### src/rtl/hfx_pkg.sv
package hfx_pkg;

    typedef enum logic [1:0] {
        L3_IPV4  = 2'b00,
        L3_IPV6  = 2'b01,
        L3_OTHER = 2'b11
    } l3_kind_e;

    // Selector base codes in bits [7:5]
    localparam logic [2:0] BASE_L2END = 3'b010;
    localparam logic [2:0] BASE_L3END = 3'b100;
    localparam int         SEL_IDX_W  = 5;

    localparam logic [15:0] TPID_CTAG  = 16'h8100;
    localparam logic [15:0] TPID_STAG  = 16'h88A8;
    localparam logic [15:0] ETYPE_IPV4 = 16'h0800;
    localparam logic [15:0] ETYPE_IPV6 = 16'h86DD;

    localparam int ETH_HDR_BYTES  = 14;
    localparam int VLAN_TAG_BYTES = 4;
    localparam int IPV6_HDR_BYTES = 40;

    // Flag word layout
    localparam int FLG_FRAMING_LSB = 24;
    localparam int FLG_TOS_LSB     = 16;
    localparam int FLG_PROTO_LSB   = 8;
    localparam int FLG_FRAG        = 7;
    localparam int FLG_NONFIRST    = 6;

endpackage

### src/rtl/hfx_sel_bank.sv
module hfx_sel_bank
    import hfx_pkg::*;
#(
    parameter int NUM_SLICES = 4,
    parameter int SLOTS      = 12,
    localparam int SLICE_W   = $clog2(NUM_SLICES),
    localparam int SLOT_W    = $clog2(SLOTS)
) (
    input  logic               clk,
    input  logic               rst_n,
    input  logic               wr_en,
    input  logic [SLICE_W-1:0] wr_slice,
    input  logic [SLOT_W-1:0]  wr_slot,
    input  logic [7:0]         wr_data,
    input  logic [SLICE_W-1:0] rd_slice,
    output logic [SLOTS*8-1:0] rd_sel
);

    logic [NUM_SLICES-1:0][SLOTS-1:0][7:0] bank_d, bank_q;

    always_comb begin
        bank_d = bank_q;
        if (wr_en && (int'(wr_slot) < SLOTS) && (int'(wr_slice) < NUM_SLICES)) begin
            bank_d[wr_slice][wr_slot] = wr_data;
        end
    end

    always_ff @(posedge clk) begin
        if (!rst_n) begin
            bank_q <= '0;
        end else begin
            bank_q <= bank_d;
        end
    end

    assign rd_sel = bank_q[rd_slice];

endmodule

### src/rtl/hfx_hdr_parse.sv
module hfx_hdr_parse
    import hfx_pkg::*;
#(
    parameter int CNT_W    = 11,
    parameter int MAX_TAGS = 2,
    localparam int TAG_W   = $clog2(MAX_TAGS + 1)
) (
    input  logic             clk,
    input  logic             rst_n,
    input  logic             s_valid,
    input  logic             s_sop,
    input  logic             s_eop,
    input  logic [7:0]       s_data,
    output logic             beat,
    output logic [CNT_W-1:0] cur_pos,
    output logic [CNT_W-1:0] l2_end,
    output logic             l2_known,
    output logic [CNT_W-1:0] l3_end,
    output logic             l3_known,
    output logic             key_valid,
    output logic [31:0]      flags
);

    localparam logic [CNT_W-1:0] POS_MAX = '1;

    typedef struct packed {
        logic [CNT_W-1:0] pos;
        logic             in_frame;
        logic [TAG_W-1:0] ntags;
        logic [7:0]       ety_hi;
        logic [CNT_W-1:0] l2_end;
        logic             l2_known;
        l3_kind_e         kind;
        logic [CNT_W-1:0] l3_end;
        logic             l3_known;
        logic [7:0]       tos;
        logic [7:0]       proto;
        logic             mf;
        logic [12:0]      foff;
        logic             key;
        logic [31:0]      flags;
    } parse_t;

    parse_t d, q;

    logic             beat_c;
    logic [CNT_W-1:0] cur_c;
    logic [CNT_W-1:0] etpos;
    logic [CNT_W-1:0] rel;
    logic [15:0]      ety;

    always_comb begin
        d      = q;
        d.key  = 1'b0;
        beat_c = s_valid && (s_sop || q.in_frame);
        cur_c  = s_sop ? '0 : q.pos;
        etpos  = '0;
        rel    = '0;
        ety    = '0;

        if (beat_c) begin
            if (s_sop) begin
                d.ntags    = '0;
                d.l2_end   = '0;
                d.l2_known = 1'b0;
                d.kind     = L3_OTHER;
                d.l3_end   = '0;
                d.l3_known = 1'b0;
                d.tos      = '0;
                d.proto    = '0;
                d.mf       = 1'b0;
                d.foff     = '0;
            end

            etpos = CNT_W'(ETH_HDR_BYTES - 2) + CNT_W'(d.ntags) * CNT_W'(VLAN_TAG_BYTES);

            if (!d.l2_known) begin
                // Walk the type fields until a non-tag type resolves L2
                if (cur_c == etpos) begin
                    d.ety_hi = s_data;
                end else if (cur_c == etpos + 1'b1) begin
                    ety = {d.ety_hi, s_data};
                    if ((ety == TPID_CTAG || ety == TPID_STAG) &&
                        (d.ntags < TAG_W'(MAX_TAGS))) begin
                        d.ntags = d.ntags + 1'b1;
                    end else begin
                        d.l2_known = 1'b1;
                        d.l2_end   = cur_c + 1'b1;
                        if (ety == ETYPE_IPV4) begin
                            d.kind = L3_IPV4;
                        end else if (ety == ETYPE_IPV6) begin
                            d.kind     = L3_IPV6;
                            d.l3_end   = cur_c + CNT_W'(1 + IPV6_HDR_BYTES);
                            d.l3_known = 1'b1;
                        end else begin
                            d.kind = L3_OTHER;
                        end
                    end
                end
            end else begin
                rel = cur_c - d.l2_end;
                if (d.kind == L3_IPV4) begin
                    if (rel == CNT_W'(0)) begin
                        d.l3_end   = d.l2_end + CNT_W'({s_data[3:0], 2'b00});
                        d.l3_known = 1'b1;
                    end
                    if (rel == CNT_W'(1)) d.tos = s_data;
                    if (rel == CNT_W'(6)) begin
                        d.mf         = s_data[5];
                        d.foff[12:8] = s_data[4:0];
                    end
                    if (rel == CNT_W'(7)) d.foff[7:0] = s_data;
                    if (rel == CNT_W'(9)) d.proto = s_data;
                end else if (d.kind == L3_IPV6) begin
                    if (rel == CNT_W'(0)) d.tos[7:4] = s_data[3:0];
                    if (rel == CNT_W'(1)) d.tos[3:0] = s_data[7:4];
                    if (rel == CNT_W'(6)) d.proto = s_data;
                end
            end

            d.pos      = (cur_c == POS_MAX) ? cur_c : cur_c + 1'b1;
            d.in_frame = !s_eop;

            if (s_eop) begin
                d.key                            = 1'b1;
                d.flags                          = '0;
                d.flags[FLG_FRAMING_LSB +: 2]    = d.kind;
                d.flags[FLG_TOS_LSB +: 8]        = d.tos;
                d.flags[FLG_PROTO_LSB +: 8]      = d.proto;
                d.flags[FLG_FRAG]                = d.mf || (|d.foff);
                d.flags[FLG_NONFIRST]            = |d.foff;
            end
        end
    end

    always_ff @(posedge clk) begin
        if (!rst_n) begin
            q <= '0;
        end else begin
            q <= d;
        end
    end

    assign beat      = beat_c;
    assign cur_pos   = cur_c;
    assign l2_end    = q.l2_end;
    assign l2_known  = q.l2_known;
    assign l3_end    = q.l3_end;
    assign l3_known  = q.l3_known;
    assign key_valid = q.key;
    assign flags     = q.flags;

endmodule

### src/rtl/hfx_field_cap.sv
module hfx_field_cap
    import hfx_pkg::*;
#(
    parameter int SLOTS = 12,
    parameter int CNT_W = 11
) (
    input  logic                clk,
    input  logic                rst_n,
    input  logic                beat,
    input  logic                sop,
    input  logic                eop,
    input  logic [CNT_W-1:0]    cur_pos,
    input  logic [7:0]          data,
    input  logic [SLOTS*8-1:0]  sel,
    input  logic [CNT_W-1:0]    l2_end,
    input  logic                l2_known,
    input  logic [CNT_W-1:0]    l3_end,
    input  logic                l3_known,
    output logic [SLOTS*16-1:0] fields,
    output logic [SLOTS-1:0]    fvalid
);

    logic [SLOTS-1:0] hit_hi, hit_lo;

    for (genvar i = 0; i < SLOTS; i++) begin : g_slot
        logic [2:0]           code;
        logic [SEL_IDX_W-1:0] idx;
        logic                 base_ok;
        logic [CNT_W-1:0]     base;
        logic [CNT_W-1:0]     tgt;

        assign code = sel[i*8+5 +: 3];
        assign idx  = sel[i*8 +: SEL_IDX_W];

        always_comb begin
            base    = '0;
            base_ok = 1'b0;
            if (code == BASE_L2END) begin
                base    = l2_end;
                base_ok = l2_known;
            end else if (code == BASE_L3END) begin
                base    = l3_end;
                base_ok = l3_known;
            end
        end

        assign tgt       = base + CNT_W'({idx, 1'b0});
        assign hit_hi[i] = beat && !sop && base_ok && (cur_pos == tgt);
        assign hit_lo[i] = beat && !sop && base_ok && (cur_pos == tgt + 1'b1);
    end

    typedef struct packed {
        logic [SLOTS-1:0][15:0] val;
        logic [SLOTS-1:0]       done;
        logic [SLOTS-1:0][15:0] fout;
        logic [SLOTS-1:0]       vout;
    } cap_t;

    cap_t d, q;

    always_comb begin
        d = q;
        if (beat && sop) begin
            d.val  = '0;
            d.done = '0;
        end
        for (int i = 0; i < SLOTS; i++) begin
            if (hit_hi[i]) d.val[i][15:8] = data;
            if (hit_lo[i]) begin
                d.val[i][7:0] = data;
                d.done[i]     = 1'b1;
            end
        end
        if (beat && eop) begin
            for (int i = 0; i < SLOTS; i++) begin
                d.vout[i] = d.done[i];
                d.fout[i] = d.done[i] ? d.val[i] : 16'h0000;
            end
        end
    end

    always_ff @(posedge clk) begin
        if (!rst_n) begin
            q <= '0;
        end else begin
            q <= d;
        end
    end

    assign fields = q.fout;
    assign fvalid = q.vout;

endmodule

### src/rtl/hdr_field_extract.sv
module hdr_field_extract
    import hfx_pkg::*;
#(
    parameter int NUM_SLICES = 4,
    parameter int SLOTS      = 12,
    parameter int CNT_W      = 11,
    parameter int MAX_TAGS   = 2,
    localparam int SLICE_W   = $clog2(NUM_SLICES),
    localparam int SLOT_W    = $clog2(SLOTS),
    localparam int ADDR_W    = SLICE_W + SLOT_W + 2
) (
    input  logic                clk,
    input  logic                rst_n,
    input  logic                cfg_we,
    input  logic [ADDR_W-1:0]   cfg_addr,
    input  logic [7:0]          cfg_wdata,
    input  logic [SLICE_W-1:0]  key_slice,
    input  logic                s_valid,
    input  logic                s_sop,
    input  logic                s_eop,
    input  logic [7:0]          s_data,
    output logic                key_valid,
    output logic [SLOTS*16-1:0] key_fields,
    output logic [SLOTS-1:0]    key_field_valid,
    output logic [31:0]         key_flags
);

    logic [SLICE_W-1:0] slice_d, slice_q;
    logic [SLOTS*8-1:0] cur_sel;
    logic               beat;
    logic [CNT_W-1:0]   cur_pos, l2_end, l3_end;
    logic               l2_known, l3_known;
    logic [31:0]        pflags;
    logic               udf_hi;

    always_comb begin
        slice_d = slice_q;
        if (s_valid && s_sop) slice_d = key_slice;
    end

    always_ff @(posedge clk) begin
        if (!rst_n) begin
            slice_q <= '0;
        end else begin
            slice_q <= slice_d;
        end
    end

    hfx_sel_bank #(
        .NUM_SLICES (NUM_SLICES),
        .SLOTS      (SLOTS)
    ) u_bank (
        .clk      (clk),
        .rst_n    (rst_n),
        .wr_en    (cfg_we),
        .wr_slice (cfg_addr[ADDR_W-1 -: SLICE_W]),
        .wr_slot  (cfg_addr[2 +: SLOT_W]),
        .wr_data  (cfg_wdata),
        .rd_slice (slice_d),
        .rd_sel   (cur_sel)
    );

    hfx_hdr_parse #(
        .CNT_W    (CNT_W),
        .MAX_TAGS (MAX_TAGS)
    ) u_parse (
        .clk       (clk),
        .rst_n     (rst_n),
        .s_valid   (s_valid),
        .s_sop     (s_sop),
        .s_eop     (s_eop),
        .s_data    (s_data),
        .beat      (beat),
        .cur_pos   (cur_pos),
        .l2_end    (l2_end),
        .l2_known  (l2_known),
        .l3_end    (l3_end),
        .l3_known  (l3_known),
        .key_valid (key_valid),
        .flags     (pflags)
    );

    hfx_field_cap #(
        .SLOTS (SLOTS),
        .CNT_W (CNT_W)
    ) u_cap (
        .clk      (clk),
        .rst_n    (rst_n),
        .beat     (beat),
        .sop      (s_sop),
        .eop      (s_eop),
        .cur_pos  (cur_pos),
        .data     (s_data),
        .sel      (cur_sel),
        .l2_end   (l2_end),
        .l2_known (l2_known),
        .l3_end   (l3_end),
        .l3_known (l3_known),
        .fields   (key_fields),
        .fvalid   (key_field_valid)
    );

    if (SLOTS > 8) begin : g_udf_hi
        assign udf_hi = key_field_valid[8];
    end else begin : g_no_udf_hi
        assign udf_hi = 1'b0;
    end

    assign key_flags = pflags | {31'b0, udf_hi};

endmodule

### config.mk
export PLATFORM = sky130hd
export DESIGN_NAME = hdr_field_extract
export DESIGN_NICKNAME = d
export VERILOG_FILES = /design/src/rtl/hfx_pkg.sv /design/src/rtl/hfx_sel_bank.sv /design/src/rtl/hfx_hdr_parse.sv /design/src/rtl/hfx_field_cap.sv /design/src/rtl/hdr_field_extract.sv
export SDC_FILE = /design/constraint.sdc
export NUM_CORES = 2
export LEC_CHECK = 0
export CELL_PAD_IN_SITES_DETAIL_PLACEMENT = 1
export CELL_PAD_IN_SITES_GLOBAL_PLACEMENT = 1
export CORE_UTILIZATION = 35
export CTS_CLUSTER_DIAMETER = 100
export CTS_CLUSTER_SIZE = 28
export DETAILED_ROUTE_END_ITERATION = 7
export PLACE_DENSITY = 0.66
export SYNTH_ARGS = -nofsm -noshare
export SYNTH_HDL_FRONTEND = slang
export SYNTH_SLANG_ARGS = --single-unit
### constraint.sdc
create_clock -name clk -period 7.7 [get_ports clk]
set_input_delay 0.77 -clock clk [delete_from_list [all_inputs] [get_ports clk]]
set_output_delay 0.77 -clock clk [all_outputs]
set_load 0.02 [all_outputs]
# --- Word level (Yosys, flattened, before mapping) ---
# Index checks and enable logic that the tools add are counted.
word_totals:
  reg_bits: 893
  inputBits: 32
op_classes:
  n_addsub: 31
  order_cmp: 7
  eq_ne: 60
  mux: 139
  bitwise: 2
  n_reduce_logical: 56
ops:
  columns: ["op", "count"]
  rows:
  - ["384-bit bitwise mux", 1]
  - ["11-bit equality test", 26]
  - ["11-bit two-way mux", 26]
  - ["8-bit two-way mux", 30]
  - ["16-bit two-way mux", 14]
  - ["204-bit two-way mux", 1]
  - ["96-bit binary-select mux with 2-bit select", 1]
  - ["96-bit demux with 2-bit select", 1]
  - ["96-bit two-way mux", 2]
  - ["11-bit by 1-bit adder with 11-bit output, second input constant", 14]
  - ["11-bit by 6-bit adder with 11-bit output", 13]
  - ["56-bit two-way mux", 2]
  - ["26-bit two-way mux", 3]
  - ["12-bit two-way mux", 5]
  - ["30-bit two-way mux", 2]
  - ["16-bit equality test, second input constant", 3]
  - ["1-bit logical AND", 45]
  - ["3-bit by 2-bit equality test with 1-bit output, second input constant", 12]
  - ["3-bit equality test, second input constant", 12]
  - ["1-bit two-way mux", 36]
  - ["33-bit two-way mux", 1]
  - ["8-bit demux with 4-bit select", 1]
  - ["26-bit by 1-bit OR with 26-bit output", 1]
  - ["24-bit two-way mux", 1]
  - ["other kinds (28)", 42]

# --- Longest topological paths before layout ---
depth:
  word_depth: 13
  depth_mapped: 29
  depth_no_buf: 22

# --- Modules after synthesis ---
# Synthesis repeated with hierarchy kept, for this count alone.
unflattened:
  hier_cells: 5582
  area_unflattened_um2: 51335.5
by_module_without_submodules:
  columns: ["module", "instances", "cells_per_inst", "area_per_inst_um2", "seq_area_each_um2"]
  rows:
  - ["hfx_field_cap", 1, 3362, 28678.8, 8167.8]
  - ["hfx_sel_bank", 1, 1445, 16373.2, 7687.4]
  - ["hfx_hdr_parse", 1, 762, 6163.4, 1981.9]
  - ["hdr_field_extract", 1, 13, 120.1, 40.0]

# --- Worst setup path after synthesis ---
# OpenSTA, ideal clock, no wires.
synth_path:
  kind: "input -> register"
  start: "in s_valid"
  end: "reg u_cap.q, in the netlist u_cap.fields[55]"
  setup_ps: 122
  arrival_ps: 6382
  path_slack_ps: 1196
  stages: 25
  path_buffers: 8
  path_cell_list: "buf_4 a21bo_1 nand2_1 buf_2 buf_4 buf_2 buf_2 clkbuf_1 buf_1 mux4_2 ha_1 inv_1 fa_1 nor2b_1 o21a_1 o21ai_0 a221oi_1 xnor2_1 or4_1 a211o_1 and3_1 nor4_4 buf_2 nor2_1 a221o_1"
synth_between:
  elab_chain_cells: 13
synth_rtl:
  columns: ["item", "line", "source"]
  rows:
  - ["start: declaration", "hdr_field_extract.sv:18", "input logic s_valid,"]
  - ["1-bit logical AND", "hdr_field_extract.sv:38", "if (s_valid && s_sop) slice_d = key_slice;"]
  - ["2-bit two-way mux", "hdr_field_extract.sv:38", null]
  - ["96-bit binary-select mux with 2-bit select", "hfx_sel_bank.sv:36", "assign rd_sel = bank_q[rd_slice];"]
  - ["96-bit two-way mux (implied by the code)", "hfx_sel_bank.sv:36", null]
  - ["3-bit equality test", "hfx_field_cap.sv:41", "end else if (code == BASE_L3END) begin"]
  - ["11-bit two-way mux", "hfx_field_cap.sv:41", null]
  - ["11-bit two-way mux", "hfx_field_cap.sv:38", "if (code == BASE_L2END) begin"]
  - ["11-bit by 6-bit adder with 11-bit output", "hfx_field_cap.sv:47", "assign tgt = base + CNT_W'({idx, 1'b0});"]
  - ["11-bit by 1-bit adder with 11-bit output", "hfx_field_cap.sv:49", "assign hit_lo[i] = beat && !sop && base_ok && (cur_pos == tgt + 1'b1);"]
  - ["11-bit equality test", "hfx_field_cap.sv:49", null]
  - ["1-bit logical AND", "hfx_field_cap.sv:49", null]
  - ["8-bit two-way mux / 1-bit two-way mux (equally long branches)", "hfx_field_cap.sv:69", "if (hit_lo[i]) begin"]
  - ["16-bit two-way mux", "hfx_field_cap.sv:77", "d.fout[i] = d.done[i] ? d.val[i] : 16'h0000;"]
  - ["end signal: assignment", "hfx_field_cap.sv:84", "q <= '0;"]
  - ["end signal: assignment", "hfx_field_cap.sv:86", "q <= d;"]
  - ["end: declaration", "hfx_field_cap.sv:59", "cap_t d, q;"]
# Several ways; a longest one is shown, not always the timed one. The select of a mux whose other input is x is not followed.
# A chain may end at the register's enable or synchronous reset.

# --- Worst setup path after layout ---
layout_path:
  start: "in s_valid"
  end: "reg u_cap.q, in the netlist u_cap.fields[91]"
layout_between:
  elab_chain_cells: 13
layout_rtl:
  columns: ["item", "line"]
  rows:
  - ["1-bit logical AND", "hdr_field_extract.sv:38"]
  - ["2-bit two-way mux", "hdr_field_extract.sv:38"]
  - ["96-bit binary-select mux with 2-bit select", "hfx_sel_bank.sv:36"]
  - ["96-bit two-way mux (implied by the code)", "hfx_sel_bank.sv:36"]
  - ["3-bit equality test", "hfx_field_cap.sv:41"]
  - ["11-bit two-way mux", "hfx_field_cap.sv:41"]
  - ["11-bit two-way mux", "hfx_field_cap.sv:38"]
  - ["11-bit by 6-bit adder with 11-bit output", "hfx_field_cap.sv:47"]
  - ["11-bit by 1-bit adder with 11-bit output", "hfx_field_cap.sv:49"]
  - ["11-bit equality test", "hfx_field_cap.sv:49"]
  - ["1-bit logical AND", "hfx_field_cap.sv:49"]
  - ["1-bit two-way mux", "hfx_field_cap.sv:69"]
  - ["16-bit two-way mux", "hfx_field_cap.sv:77"]
# Several ways; a longest one is shown, not always the timed one. The select of a mux whose other input is x is not followed.

==> run_results.csv <==
group,metric,value,unit
synthesis,synthesis.area,51300,um^2
critical_path,critPathCaptureType,"flop",
die,core_area,146000,um^2
timing,fin_skew,52.1,ps
clocking,cts_tree,"yes",
critical_path,r2r-end,"u_cap.fields[91]",
critical_path,reg2reg_from,"slice_q[1]",
grt,grt_pass1_vias,46300,
critical_path,critical_path.startpoint_type,"primary input",
final_layout,fin_nets,6176,
grt,antenna_found_initial,6,
critical_path,cp-startpoint,"s_valid",
critical_path,worstPathRequired,8290,ps
synthesis,synth_ff_type,"dfxtp_1",
clocking,clk_pin_slew,110,ps
route,detail_route.first_pass.iterations,5,
placed_design,io_buffers,255,
route,num_vias,46300,
synthesis,synthDistinctLibCells,109,
route,wire_per_inst,24.3,um
power_and_ir_drop,powerDensity,150,nW/um^2
job,drv_cap,0,
grt,grt_max_degree,165,
placed_design,place_hpwl,133000,um
timing,worst_slew_pin_slew,1230,ps
synthesis,syn_area_per_cell,8.24,um^2
critical_path,crit_arrival,7910,ps
final_layout,drive_gt1_frac,0.0774,
clocking,clock_path_buffers,3,
critical_path,r2r_slack,1060,ps
die,dieArea,148000,um^2
timing,final_max_slew_viol_count,0,
synthesis,yosysSeqAreaShare,0.349,
clocking,cts_setup_buffers,0,
status,status,"complete, no violations",
critical_path,crit_path_max_fanout,23,
timing,slew_headroom,0.181,
power_and_ir_drop,p_leak,19.2,nW
clocking,cts_htree_levels,2,
grt,grt-ovfl-total,0,
synthesis,yosys.area.top_type,"dfxtp_1",
critical_path,rr_worst_depth,23,
power_and_ir_drop,ir_worst_vdd,153,uV
final_layout,fillers,17200,
route,wl,194000,um
worst_hold_path,hold_class,"flop to flop",
clocking,cts_hold_buf,0,
timing,tns,0,ps
clocking,cts_resized,0,
route,drtIter0Drc,3254,
final_layout,fin_util,0.384,
route,ant_nets,0,
synthesis,yosysWarnings,0,
synthesis,synthArstFlopShare,0,
die,io-pin-count,269,
synthesis,synth_cells,6224,
route,drt-vias-per-instance,5.81,
clocking,cts_sinks,893,
synthesis,synth_most_common_cell,"dfxtp_1",
synthesis,synth-seq-cells,893,
timing,hold_violations,0,
clocking,insertion_delay,690,ps
grt,grt_pass1_wl,291000,um
timing,finalSetupViolations,0,
timing,rsz0062_at_grt,"no",
synthesis,synth-edff-count,0,
die,initial_utilization,0.352,
die,die_y,385,um
clocking,root_buffer,"clkbuf_16",
die,rows,140,
timing,post-route-period-util,0.950,
synthesis,ys_top_cells_by_area,"dfxtp_1 35%, nand2_1 5.8%, nand3_1 5.6%, mux2i_1 5.4%, a21oi_1 5.3%",
final_layout,syn_to_final_growth,9.04,%
die,die_x,385,um
synthesis,netlist.area_leader.share,0.349,
placed_design,place_ws,-269,ps
timing,setup_slack,387,ps
timing,finalCriticalPeriod,7310,ps
timing,fmax,0.137,GHz
synthesis,synth_common_cells,"893 x dfxtp_1, 788 x nand2_1, 573 x nand3_1",
grt,grtUsageTotal,0.254,
route,drc,0,
critical_path,critPathKind,"primary input to flop",
placed_design,gp_congestion,0.896,
critical_path,crit_end,"u_cap.fields[91]",
clocking,cts_buffers,46,
## per-layer routing
metal / track usage / up-vias / wire length [um]
li1: - / 21600 / -
met1: 0.342 / 23300 / 89200
met2: 0.423 / 1119 / 89800
met3: 0.0273 / 280 / 8500
met4: 0.0818 / 6 / 6330
met5: 0 / - / 43
## cell usage in the layout, fill, tap and decap left out, types with 16 or more instances in the layout
cell / n
and2_1: 44
a211oi_1: 32
a32o_1: 47
a22o_1: 72
nor2b_1: 68
nand3b_1: 21
buf_4: 196
nand3_1: 573
xor2_1: 98
inv_1: 130
o21bai_1: 19
a22oi_1: 66
a221o_1: 32
ha_1: 90
clkdlybuf4s50_1: 245
a31oi_1: 44
mux4_2: 70
nand4_1: 47
a21boi_0: 25
a21oi_1: 539
o211ai_1: 55
nor2_1: 325
nand4b_1: 29
nand2b_1: 29
nand2_1: 785
xnor2_1: 216
o21ai_0: 222
a21o_1: 41
dfxtp_1: 891
clkbuf_16: 46
and3_1: 75
or2_2: 16
nor3_1: 77
mux2i_1: 274
o21ai_1: 28
or3_1: 30
nor4_1: 29
## report_power, final
| part | total (mW) | switching [mW] | internal (mW) | leakage, nW |
|---|---|---|---|---|
| Combinational | 0.762 | 0.568 | 0.194 | 11.3 |
| Sequential | 4.67 | 0.0237 | 4.64 | 7.20 |
| Clock | 2.98 | 1.79 | 1.18 | 0.719 |
| Total | 8.41 | 2.39 | 6.02 | 19.2 |
## registers in the layout (all words and copies together), names as in the netlist, 2 cells and up
| register | flops |
|---|---|
| u_parse.l2_end | 11 |
| u_parse.l3_end | 11 |
| u_parse.q | 54 |
| u_cap.fields | 192 |
| u_parse.flags | 20 |
| slice_q | 2 |
| u_bank.bank_q | 384 |
| u_cap.q | 204 |
| u_cap.fvalid | 12 |
## metrics by stage
stage | instances | hold WS (ps) | cell area, um^2 | power (mW)
floorplan | 6234 | 426 | 51300 | 5.24
global placement | 7909 | 436 | 54400 | 5.52
detailed placement | 7909 | 437 | 54400 | 5.53
CTS | 7974 | 459 | 55900 | 8.49
global route | 7975 | 475 | 55900 | 8.70
finish | 7975 | 459 | 55900 | 8.41
## area by class of cell
class                   instances  area (um^2)  share of cell area
inverters                     135          514             0.00920
flip-flops and latches        893        17900               0.320
clock buffers                  48         1170              0.0209
multi-input cells            4509        29500               0.528
repair buffers                455         4060              0.0726
well taps                    1917         2400              0.0429
clock inverters                17          347             0.00620
diodes                          1         2.50           0.0000448
## critical path, cell delays in order
cell and delay [ps]:
clkdlybuf4s50_1 590, buf_4 300, a21boi_1 180, buf_4 300, nor2_2 130, buf_4 240, o311ai_0 700, buf_4 260
and2_1 210, nor2b_1 330, a22o_1 220, ha_1 240, a21o_1 180, a21oi_1 220, xnor2_1 290, nand4b_1 250
nor3_1 350, or4b_1 490, a21oi_1 230, o21ai_0 100, nor3b_1 190, o211ai_1 200, buf_4 300, nand2_1 300
a31o_1 300
## cell families after synthesis
kind of cell | after synthesis | synth area share
multiplexers | 359 | 0.0876
other | 1 | 0.0000732
XOR/XNOR | 322 | 0.0570
flip-flops | 893 | 0.349
adder cells (fa/ha/maj) | 104 | 0.0274
AND/OR/NAND/NOR | 2276 | 0.215
AO/OA/AOI/OAI | 1437 | 0.184
buffers and inverters | 832 | 0.0799
## how the worst min path moves through the flow
stage | startpoint | end | slack [ps] | depth (start not counted)
3_3_place_gp | u_cap.q[254] | u_cap.fields[38] | 440 | 1
5_1_grt | u_bank.bank_q[242] | u_bank.bank_q[242] | 480 | 2
2_1_floorplan | u_cap.q[253] | u_cap.fields[37] | 430 | 1
4_1_cts | u_cap.q[253] | u_cap.q[253] | 460 | 2
6_report | u_cap.q[253] | u_cap.q[253] | 460 | 2
3_5_place_dp | u_cap.q[252] | u_cap.fields[36] | 440 | 1
Power figures use the tool's default switching activity.
